$ cat config.mk
export PLATFORM = sky130hd
export DESIGN_NAME = twin_uart
export DESIGN_NICKNAME = d
export VERILOG_FILES = /design/src/rtl/twin_uart_pkg.sv /design/src/rtl/twin_uart_tx.sv /design/src/rtl/twin_uart_rx.sv /design/src/rtl/twin_uart_lane.sv /design/src/rtl/twin_uart.sv
export SDC_FILE = /design/constraint.sdc
export NUM_CORES = 1
export LEC_CHECK = 0
export BUFFER_PORTS_ARGS = -buffer_cell sky130_fd_sc_hd__buf_2
export CORE_MARGIN = 2
export CORE_UTILIZATION = 35
export CTS_CLUSTER_SIZE = 20
export DETAILED_ROUTE_END_ITERATION = 10
export GPL_ROUTABILITY_DRIVEN = 0
export SYNTH_ARGS = -nofsm -noshare
export SYNTH_HDL_FRONTEND = slang
export SYNTH_HIERARCHICAL = 1
export SYNTH_SLANG_ARGS = --single-unit
$ cat constraint.sdc
create_clock -name clk -period 5.7 [get_ports clk]
set_input_delay 0.285 -clock clk [delete_from_list [all_inputs] [get_ports clk]]
set_output_delay 0.285 -clock clk [all_outputs]
set_load 0.01 [all_outputs]
$ cat src/rtl/twin_uart_pkg.sv
package twin_uart_pkg;
  localparam int unsigned WORD_W = 32;
  localparam int unsigned ADDR_W = 3;
  localparam int unsigned BYTE_W = 8;
  localparam int unsigned RATE_W = 15;
  localparam int unsigned LANES  = 2;

  // command word layout; the lane field repeats with a fixed stride
  localparam int unsigned CMD_SOFT_RST  = 1;
  localparam int unsigned CMD_CTS_FORCE = 2;
  localparam int unsigned CMD_LOOP      = 3;
  localparam int unsigned CTL_LSB       = 4;
  localparam int unsigned STAT_LSB      = 11;
  localparam int unsigned LANE_STRIDE   = 6;
  localparam int unsigned RX_RATE_LSB   = 16;
  localparam logic [WORD_W-1:0] CMD_KEEP  = 32'h0000_FFFE;
  localparam logic [WORD_W-1:0] RATE_KEEP = 32'h7FFF_7FFF;

  typedef enum logic [ADDR_W-1:0] {
    SEL_CMD   = 3'd0,
    SEL_STAT  = 3'd7
  } reg_sel_e;

  // field order follows the command word from high bit to low bit
  typedef struct packed {
    logic par_even;
    logic par_en;
    logic rts;
    logic tx_en;
    logic rx_en;
    logic brk;
  } lane_ctl_t;

  // field order follows the status word from high bit to low bit
  typedef struct packed {
    logic rx_full;
    logic tx_free;
    logic tx_idle;
    logic rx_ovr;
    logic rx_ferr;
  } lane_stat_t;

  localparam int unsigned CTL_W  = $bits(lane_ctl_t);
  localparam int unsigned STAT_W = $bits(lane_stat_t);

  typedef enum logic [1:0] {
    RX_IDLE,
    RX_START,
    RX_BITS,
    RX_REARM
  } rx_state_e;

  // per-lane register offsets: 0 receive data, 1 transmit data, 2 rate
  function automatic logic [ADDR_W-1:0] lane_reg(input int lane, input int off);
    return ADDR_W'(1 + 3 * lane + off);
  endfunction
endpackage

$ cat src/rtl/twin_uart_tx.sv
module twin_uart_tx #(
  parameter int unsigned DATA_W = 8,
  parameter int unsigned DIV_W  = 15
) (
  input  logic              clk,
  input  logic              rst_n,
  input  logic              clr,
  input  logic [DIV_W-1:0]  div,
  input  logic              start_ok,
  input  logic              par_en,
  input  logic              par_even,
  input  logic              wr,
  input  logic [DATA_W-1:0] wdata,
  output logic              line,
  output logic              hold_full,
  output logic              busy
);
  localparam int unsigned FRAME_W = DATA_W + 3;
  localparam int unsigned CNT_W   = $clog2(FRAME_W + 1);

  logic [DATA_W-1:0]  hold_q;
  logic               hold_v;
  logic [FRAME_W-1:0] sh_q;
  logic [CNT_W-1:0]   left_q;
  logic [DIV_W-1:0]   tick_q;
  logic               busy_q;
  logic               par_bit;

  assign par_bit = par_even ? ^hold_q : ~^hold_q;

  always_ff @(posedge clk or negedge rst_n) begin
    if (!rst_n) begin
      hold_q <= '0;
      hold_v <= 1'b0;
      sh_q   <= '1;
      left_q <= '0;
      tick_q <= '0;
      busy_q <= 1'b0;
    end else if (clr) begin
      hold_v <= 1'b0;
      sh_q   <= '1;
      left_q <= '0;
      tick_q <= '0;
      busy_q <= 1'b0;
    end else begin
      if (wr && !hold_v) begin
        hold_q <= wdata;
        hold_v <= 1'b1;
      end
      if (!busy_q) begin
        if (hold_v && start_ok) begin
          sh_q   <= {1'b1, (par_en ? par_bit : 1'b1), hold_q, 1'b0};
          left_q <= par_en ? CNT_W'(FRAME_W) : CNT_W'(FRAME_W - 1);
          tick_q <= div;
          busy_q <= 1'b1;
          hold_v <= 1'b0;
        end
      end else if (tick_q == '0) begin
        tick_q <= div;
        sh_q   <= {1'b1, sh_q[FRAME_W-1:1]};
        left_q <= left_q - 1'b1;
        if (left_q == CNT_W'(1)) busy_q <= 1'b0;
      end else begin
        tick_q <= tick_q - 1'b1;
      end
    end
  end

  assign line      = busy_q ? sh_q[0] : 1'b1;
  assign hold_full = hold_v;
  assign busy      = busy_q;
endmodule

$ cat src/rtl/twin_uart_rx.sv
module twin_uart_rx
  import twin_uart_pkg::*;
#(
  parameter int unsigned DATA_W = 8,
  parameter int unsigned DIV_W  = 15
) (
  input  logic              clk,
  input  logic              rst_n,
  input  logic              clr,
  input  logic [DIV_W-1:0]  div,
  input  logic              rx_en,
  input  logic              par_en,
  input  logic              line,
  input  logic              take,
  input  logic              clr_ovr,
  input  logic              clr_ferr,
  output logic [DATA_W-1:0] data,
  output logic              full,
  output logic              ovr,
  output logic              ferr
);
  localparam int unsigned CNT_W = $clog2(DATA_W + 3);

  rx_state_e         st_q;
  logic [DIV_W-1:0]  tick_q;
  logic [CNT_W-1:0]  idx_q;
  logic [DATA_W-1:0] sh_q;
  logic [DATA_W-1:0] data_q;
  logic              full_q;
  logic              ovr_q;
  logic              ferr_q;
  logic [CNT_W-1:0]  stop_idx;

  assign stop_idx = par_en ? CNT_W'(DATA_W + 1) : CNT_W'(DATA_W);

  always_ff @(posedge clk or negedge rst_n) begin
    if (!rst_n) begin
      st_q   <= RX_IDLE;
      tick_q <= '0;
      idx_q  <= '0;
      sh_q   <= '0;
      data_q <= '0;
      full_q <= 1'b0;
      ovr_q  <= 1'b0;
      ferr_q <= 1'b0;
    end else if (clr) begin
      st_q   <= RX_IDLE;
      tick_q <= '0;
      idx_q  <= '0;
      full_q <= 1'b0;
      ovr_q  <= 1'b0;
      ferr_q <= 1'b0;
    end else begin
      if (take)     full_q <= 1'b0;
      if (clr_ovr)  ovr_q  <= 1'b0;
      if (clr_ferr) ferr_q <= 1'b0;
      case (st_q)
        RX_IDLE: begin
          if (rx_en && !line) begin
            st_q   <= RX_START;
            tick_q <= div >> 1;
          end
        end
        RX_START: begin
          if (tick_q != '0) begin
            tick_q <= tick_q - 1'b1;
          end else if (!line) begin
            st_q   <= RX_BITS;
            tick_q <= div;
            idx_q  <= '0;
          end else begin
            st_q <= RX_IDLE;
          end
        end
        RX_BITS: begin
          if (tick_q != '0) begin
            tick_q <= tick_q - 1'b1;
          end else begin
            tick_q <= div;
            idx_q  <= idx_q + 1'b1;
            if (idx_q < CNT_W'(DATA_W)) sh_q <= {line, sh_q[DATA_W-1:1]};
            if (idx_q == stop_idx) begin
              data_q <= sh_q;
              full_q <= 1'b1;
              if (full_q && !take) ovr_q <= 1'b1;
              if (!line) ferr_q <= 1'b1;
              st_q <= RX_REARM;
            end
          end
        end
        default: begin
          if (line) st_q <= RX_IDLE;
        end
      endcase
    end
  end

  assign data = data_q;
  assign full = full_q;
  assign ovr  = ovr_q;
  assign ferr = ferr_q;
endmodule

$ cat src/rtl/twin_uart_lane.sv
module twin_uart_lane
  import twin_uart_pkg::*;
#(
  parameter int unsigned DATA_W = 8,
  parameter int unsigned DIV_W  = 15
) (
  input  logic              clk,
  input  logic              rst_n,
  input  logic              soft_rst,
  input  lane_ctl_t         ctl,
  input  logic              loop,
  input  logic              cts_force,
  input  logic [DIV_W-1:0]  tx_div,
  input  logic [DIV_W-1:0]  rx_div,
  input  logic              tx_wr,
  input  logic [DATA_W-1:0] tx_data,
  input  logic              rx_take,
  input  logic              clr_ovr,
  input  logic              clr_ferr,
  input  logic              rxd,
  input  logic              cts,
  output logic              txd,
  output logic              rts,
  output logic [DATA_W-1:0] rx_data,
  output lane_stat_t        stat
);
  logic       tx_line;
  logic       wire_line;
  logic       hold_full;
  logic       tx_busy;
  logic [1:0] sync_q;
  logic       rx_ovr;
  logic       rx_ferr;
  logic       rx_full;

  twin_uart_tx #(.DATA_W(DATA_W), .DIV_W(DIV_W)) u_tx (
    .clk       (clk),
    .rst_n     (rst_n),
    .clr       (soft_rst),
    .div       (tx_div),
    .start_ok  (ctl.tx_en && (cts || cts_force) && !ctl.brk),
    .par_en    (ctl.par_en),
    .par_even  (ctl.par_even),
    .wr        (tx_wr),
    .wdata     (tx_data),
    .line      (tx_line),
    .hold_full (hold_full),
    .busy      (tx_busy)
  );

  assign wire_line = ctl.brk ? 1'b0 : tx_line;
  assign txd       = loop ? 1'b1 : wire_line;
  assign rts       = ctl.rts;

  always_ff @(posedge clk or negedge rst_n) begin
    if (!rst_n) sync_q <= 2'b11;
    else        sync_q <= {sync_q[0], (loop ? wire_line : rxd)};
  end

  twin_uart_rx #(.DATA_W(DATA_W), .DIV_W(DIV_W)) u_rx (
    .clk      (clk),
    .rst_n    (rst_n),
    .clr      (soft_rst),
    .div      (rx_div),
    .rx_en    (ctl.rx_en),
    .par_en   (ctl.par_en),
    .line     (sync_q[1]),
    .take     (rx_take),
    .clr_ovr  (clr_ovr),
    .clr_ferr (clr_ferr),
    .data     (rx_data),
    .full     (rx_full),
    .ovr      (rx_ovr),
    .ferr     (rx_ferr)
  );

  always_comb begin
    stat.rx_full = rx_full;
    stat.tx_free = !hold_full;
    stat.tx_idle = !hold_full && !tx_busy;
    stat.rx_ovr  = rx_ovr;
    stat.rx_ferr = rx_ferr;
  end
endmodule

$ cat src/rtl/twin_uart.sv
module twin_uart
  import twin_uart_pkg::*;
(
  input  logic              clk,
  input  logic              rst_n,
  input  logic              bus_wr,
  input  logic              bus_rd,
  input  logic [ADDR_W-1:0] bus_addr,
  input  logic [WORD_W-1:0] bus_wdata,
  output logic [WORD_W-1:0] bus_rdata,
  input  logic [LANES-1:0]  rxd,
  input  logic [LANES-1:0]  cts,
  output logic [LANES-1:0]  txd,
  output logic [LANES-1:0]  rts,
  output logic [WORD_W-1:0] irq_status
);
  logic [WORD_W-1:0] cmd_q;
  logic [WORD_W-1:0] rate_q [LANES];
  logic [BYTE_W-1:0] rx_byte [LANES];
  lane_stat_t        lstat [LANES];
  logic              stat_wr;

  assign stat_wr = bus_wr && (bus_addr == SEL_STAT);

  always_ff @(posedge clk or negedge rst_n) begin
    if (!rst_n) cmd_q <= '0;
    else if (bus_wr && bus_addr == SEL_CMD) cmd_q <= bus_wdata & CMD_KEEP;
  end

  for (genvar g = 0; g < LANES; g++) begin : g_lane
    localparam int unsigned CB = CTL_LSB + g * LANE_STRIDE;
    localparam int unsigned SB = STAT_LSB + g * LANE_STRIDE;
    localparam logic [ADDR_W-1:0] RX_A   = lane_reg(g, 0);
    localparam logic [ADDR_W-1:0] TX_A   = lane_reg(g, 1);
    localparam logic [ADDR_W-1:0] RATE_A = lane_reg(g, 2);

    always_ff @(posedge clk or negedge rst_n) begin
      if (!rst_n) rate_q[g] <= '0;
      else if (bus_wr && bus_addr == RATE_A) rate_q[g] <= bus_wdata & RATE_KEEP;
    end

    twin_uart_lane #(.DATA_W(BYTE_W), .DIV_W(RATE_W)) u_lane (
      .clk       (clk),
      .rst_n     (rst_n),
      .soft_rst  (cmd_q[CMD_SOFT_RST]),
      .ctl       (lane_ctl_t'(cmd_q[CB +: CTL_W])),
      .loop      (cmd_q[CMD_LOOP]),
      .cts_force (cmd_q[CMD_CTS_FORCE]),
      .tx_div    (rate_q[g][RATE_W-1:0]),
      .rx_div    (rate_q[g][RX_RATE_LSB +: RATE_W]),
      .tx_wr     (bus_wr && bus_addr == TX_A),
      .tx_data   (bus_wdata[BYTE_W-1:0]),
      .rx_take   (bus_rd && bus_addr == RX_A),
      .clr_ovr   (stat_wr && bus_wdata[SB + 1]),
      .clr_ferr  (stat_wr && bus_wdata[SB]),
      .rxd       (rxd[g]),
      .cts       (cts[g]),
      .txd       (txd[g]),
      .rts       (rts[g]),
      .rx_data   (rx_byte[g]),
      .stat      (lstat[g])
    );
  end

  always_comb begin
    irq_status = '0;
    for (int i = 0; i < LANES; i++) begin
      irq_status[STAT_LSB + i * LANE_STRIDE +: STAT_W] = lstat[i];
    end
  end

  always_comb begin
    bus_rdata = '0;
    if (bus_addr == SEL_CMD)  bus_rdata = cmd_q;
    if (bus_addr == SEL_STAT) bus_rdata = irq_status;
    for (int i = 0; i < LANES; i++) begin
      if (bus_addr == lane_reg(i, 0)) bus_rdata = {{(WORD_W-BYTE_W){1'b0}}, rx_byte[i]};
      if (bus_addr == lane_reg(i, 2)) bus_rdata = rate_q[i];
    end
  end
endmodule

# == Word level (Yosys, flattened, before mapping) ==
# Cells that the tools add are included.
# word_totals
word_cells,282
out_inout_bits,68
in_bits,43
regBits,239
# classes
bitwise_logic,3
eq_ne,29
magnitude_cmp,2
n_addsub,8
reduce_logical,71
muxes,136
# ops
cell,n
$mux 15,18
$pmux 15 s3,2
$mux 11,8
$mux 1,68
$mux 32,2
$mux 4,16
$sub 15x1->15 const B,4
$mux 22,2
$mux 31,1
$logic_not 15->1,2
$ne 3x3->1 const B,10
$reduce_bool 15->1,2
$mux 2,14
$logic_and 1x1->1,26
$reduce_and 4->1,6
$mux 16,1
$pmux 4 s2,2
$reduce_xnor 8->1,2
$reduce_xor 8->1,2
$eq 3x3->1 const B,4
$pmux 2 s3,2
$reduce_bool 3->1,4
$logic_not 1->1,10
$reduce_and 5->1,2
other kinds (19),39

# == Depth between registers and ports, before layout ==
# logic_depth
ltp_word,9
ltp_mapped,9
ltp_nobuf,7

# == By module ==
# The synthesis kept the hierarchy.
# modules_own_cells
module,seq_area_each_um2,area_per_inst_um2,instances,cells_per_inst
twin_uart,1876.8,3901.2,1,311
twin_uart_rx (g_lane[0].u_lane.u_rx),1001.0,2482.4,1,256
twin_uart_rx (g_lane[1].u_lane.u_rx),1001.0,2444.8,1,254
twin_uart_tx (g_lane[1].u_lane.u_tx),988.4,2267.2,1,233
twin_uart_tx (g_lane[0].u_lane.u_tx),988.4,2237.1,1,237
twin_uart_lane,52.6,126.4,2,13

# == Worst setup path after synthesis ==
# Ideal clock, no wire load.
# synth_path
kind,register to register
from,reg g_lane[0].u_lane.u_rx.tick_q[0]
to,reg g_lane[0].u_lane.u_rx.idx_q[3]
setup_ps,69
required_ps,5631
slack_ps,3258
arrival_time_ps,2373
period_less_slack_ps,2442
path_stages_with_launch,9
path_buffers,1
cell_sequence,dfrtp_1 > inv_1 > ha_1 > or4b_1 > buf_2 > nor4_4 > a31oi_4 > or4_1 > nand3_1
# synth_between
elab_chain_cells,3
word_cells_on_any_way,4
cone_classes,2 x eq/ne; 2 x reduce/logical
# synth_rtl
element,line,rtl
from (decl),twin_uart_rx.sv:25,logic [DIV_W-1:0] tick_q;
from (signal assigned),twin_uart_rx.sv:61,tick_q <= div >> 1;
from (signal assigned),twin_uart_rx.sv:66,tick_q <= tick_q - 1'b1;
from (signal assigned),twin_uart_rx.sv:69,tick_q <= div;
$reduce_bool 15->1 *,"twin_uart_rx.sv:65, twin_uart_rx.sv:76",
$ne 3x3->1 (no source line),n/a,
$reduce_and 4->1 (no source line) *,n/a,
to (signal assigned),twin_uart_rx.sv:80,idx_q <= idx_q + 1'b1;
to (decl),twin_uart_rx.sv:26,logic [CNT_W-1:0] idx_q;
# Mark *: on every way between the ends. The rest lies on a longest branch, timed or not.
# A chain may end at the register's enable or synchronous reset.

# == Worst setup path in the final report ==
# Ends and elaborated chain as after synthesis.

==> summary.txt <==
Logic synthesis
  • Cell area after synthesis: 13,600 µm²
  • Top post-synthesis cells by area: dfrtp_1, mux2_2, dfstp_2, nor2_1, nand2_1
  • Syn Inst Count: 1,317
  • Cell variety after synth: 93
  • Register area share after synthesis: 0.439
  • Synth top cells by count: dfrtp_1, mux2_2, nor2_1, nand2_1, o21ai_0
  • Yosys top cell by area: dfrtp_1
  • Count leader, synth: dfrtp_1
  • #FFs+latches synth: 237
  • Yosys Warn Count: 6
  • Asr flop ratio synth: 1.00
  • Top_reg_cell synth: dfrtp_1
  • Synth Area per Inst: around 10 µm²
  • Post-synth EDFFs: 0
  • Synth top area share: 0.392

Setup path
  • FF-to-FF path depth: 7
  • Reg2reg setup slack: ~2500 ps
  • Critical path arrival: 3670 ps
  • Crit start category: register
  • Crit Path Max Fanout: 17
  • Critical Path End Type: register
  • Critical Path End: g_lane[0].u_lane/u_rx/idx_q[3]$_DFFE_PN0P_
  • Reg-to-Reg End: g_lane[0].u_lane/u_rx/idx_q[3]$_DFFE_PN0P_
  • Setup CP Type: reg -> reg
  • Timing startpoint of the critical path: g_lane[0].u_lane/u_rx/tick_q[0]$_DFFE_PN0P_
  • Worst EP required: between 6000 and 7000 ps
  • Worst R2R Start: g_lane[0].u_lane/u_rx/tick_q[0]$_DFFE_PN0P_

Route
  • TritonRoute pass-1 iters: 5
  • Drt drc: 0
  • Via count: 10,553
  • Final WL: 37,000 µm
  • DR WL/cell: 19.4 µm
  • Initial DRC count: 775
  • DRT antenna net count: 0
  • Vias per inst: 5.55

Finish
  • Ant diodes: 0
  • Share of cells above drive strength 1: 0.245
  • Final instance area: 15,200 µm²
  • FILL cells: 3,769
  • Area Overhead vs Synth: 12.2%
  • Nets@finish: 1,429

Place
  • DP HPWL: 25,400 µm
  • Dpl cell area: 14,200 µm²
  • IO buf count: 86
  • Post-Place Setup Slack: 2560 ps

Job
  • MaxCap Viol Count: 0

Floorplan
  • Initial Util: 0.353
  • Die W: between 200 and 250 µm
  • Die Height: 201 µm
  • I/O pin cnt: 111
  • Core ar.: roughly 38,000 µm²
  • Die ar.: between 40,000 and 50,000 µm²
  • Rows: 72

Power
  • Sequential power share: 0.344
  • Internal power: around 4.6 mW
  • Clock network power share: 0.226
  • Final Total Pwr: about 7.8 mW
  • Power share of the combinational group: 0.431
  • Switch share: 0.409
  • Power Density: 510 nW/µm²
  • Worst vdd ir: 0.293 mV
  • Net Switching: 3.18 mW
  • Leakage: 6.48 nW

GRT
  • Initial antenna violation count: 0
  • Gr usage total: 0.182
  • GRT overflow: 0
  • Vias in the first global route: 10,394
  • First-pass GRT wire length: 59,300 µm
  • Largest net degree at the start of global routing: ~180

Clock tree
  • Clk pin slew, worst setup/hold paths: about 60 ps
  • H-tree levels: 1
  • CTS tree: yes
  • Clk root buf: clkbuf_16
  • # resized after CTS: 0
  • Clock tree buffer depth: 3
  • Post-CTS Setup Bufs: 0
  • Worst skew pair latency: 540 ps
  • Clk sinks: around 240
  • Hold buffer count at cts: 13
  • Num CTS Buffers: 26

STA
  • RSZ-0062 raised after global routing: no
  • Part of the cycle the worst path needs: 0.560
  • Worst Max-Slew Pin Slew: 1230 ps
  • Clock Skews: 12.6 ps
  • Final-report setup violation count: 0
  • PnR worst setup slack: 2510 ps
  • Max Clk Rate: 313 MHz
  • Max Slew Vio Count: 0
  • Setup TNS: 0 ps
  • Min Clock Period, post-route: between 3000 and 4000 ps
  • Max_slew headroom: 0.180
  • Hold Vio Cnt, Final: 0

Worst hold path
  • Hold crit path type: in -> reg

Run status
  • Status: finished, final reports clean
## kinds of logic after synthesis
group / synth area share
and+or+nand+nor: 0.160
AOI/OAI and AO/OA: 0.172
DFF: 0.439
muxes: 0.133
buffers and inverters: 0.0589
xor gates and xnor gates: 0.0161
adders and majority gates: 0.0203
other: 0.000276
## how the worst min path moves through the flow
| stage | depth (start not counted) | endpoint | startpoint | slack (ps) |
|---|---|---|---|---|
| final | 2 | rate_q[30]$_DFFE_PN0P_ | bus_wdata[30] | 20 |
| after CTS | 2 | rate_q[19]$_DFFE_PN0P_ | bus_wdata[19] | 3 |
| after detailed placement | 1 | g_lane[0].u_lane/u_tx/hold_q[6]$_DFFE_PN0P_ | rst_n | 240 |
| after global placement | 1 | g_lane[0].u_lane/u_tx/hold_q[6]$_DFFE_PN0P_ | rst_n | 240 |
| after floorplan | 0 | cmd_q[10]$_DFFE_PN0P_ | rst_n | -10 |
| after global routing | 2 | rate_q[62]$_DFFE_PN0P_ | bus_wdata[30] | 20 |
## final cells by class
cell class / instances / area (µm²) / share of cell area
Clock inverter: 8 / 125 / 0.00821
Sequential cell: 237 / 5960 / 0.391
Timing Repair Buffer: 113 / 688 / 0.0451
Multi-Input combinational cell: 949 / 6920 / 0.454
Inverter: 37 / 139 / 0.00911
Tap cell: 518 / 648 / 0.0425
Clock buffer: 39 / 761 / 0.0499
## per-layer routing
layer / part of all wire / vias to the layer above / global-route usage
met5: 0 / - / 0
met4: 0.019 / 0 / 0.0360
met3: 0.052 / 49 / 0.0255
met2: 0.45 / 296 / 0.281
met1: 0.48 / 5285 / 0.273
li1: - / 4923 / -
## worst max-delay path, stage by stage (launching register included)
cell and delay [ps]:
dfrtp_1 400, inv_1 110, ha_1 180, or4b_1 610, nor4_4 920, a31oi_4 270, or4_1 530, nand3_1 90
## placed cells by master, fill, tap and decap left out, drive strengths merged, types with 16 or more instances in the layout
cell type  count
nor4          19
xnor2         19
nand2         76
a22oi         22
dfrtp        213
o311ai        16
conb          23
clkbuf        39
dfstp         24
nor2          83
a21oi         53
o211ai        24
mux2         137
nor2b         40
o21ai         65
inv           37
nor3          41
nand3         19
or4           16
ha            22
buf          100
mux2i         27
## power by group through the flow
| stage | registers (mW) | clock network, mW | logic [mW] |
|---|---|---|---|
| finish | 2.67 | 1.76 | 3.35 |
| global route | 2.74 | 1.86 | 3.73 |
| global placement | 2.68 | 0 | 3.24 |
| CTS | 2.67 | 1.80 | 3.33 |
| floorplan | 2.47 | 0 | 2.74 |
| detailed placement | 2.69 | 0 | 3.30 |
## sequential cells by signal (all words and copies together) (netlist names)
signal / count
g_lane.u_lane/u_tx/hold_full: 2
g_lane.u_lane/u_tx/tick_q: 30
g_lane.u_lane/sync_q: 4
g_lane.u_lane/u_rx/sh_q: 16
g_lane.u_lane/u_rx/full: 2
g_lane.u_lane/u_tx/sh_q: 20
g_lane.u_lane/u_tx/busy: 2
g_lane.u_lane/u_rx/ferr: 2
g_lane.u_lane/u_tx/hold_q: 16
rate_q: 60
g_lane.u_lane/u_rx/data: 16
g_lane.u_lane/u_rx/tick_q: 30
g_lane.u_lane/u_rx/ovr: 2
g_lane.u_lane/u_rx/st_q: 4
cmd_q: 15
g_lane.u_lane/u_tx/left_q: 8
g_lane.u_lane/u_rx/idx_q: 8
## through the flow
| step | utilization | cells | hold WS, ps |
|---|---|---|---|
| finish | 0.396 | 1901 | 22.2 |
| global route | 0.396 | 1901 | 17.6 |
| CTS | 0.396 | 1901 | 2.53 |
| detailed placement | 0.370 | 1841 | 242 |
| global placement | 0.370 | 1841 | 244 |
| floorplan | - | 1339 | -10.6 |
No activity file was read; power rests on OpenSTA's default activity.
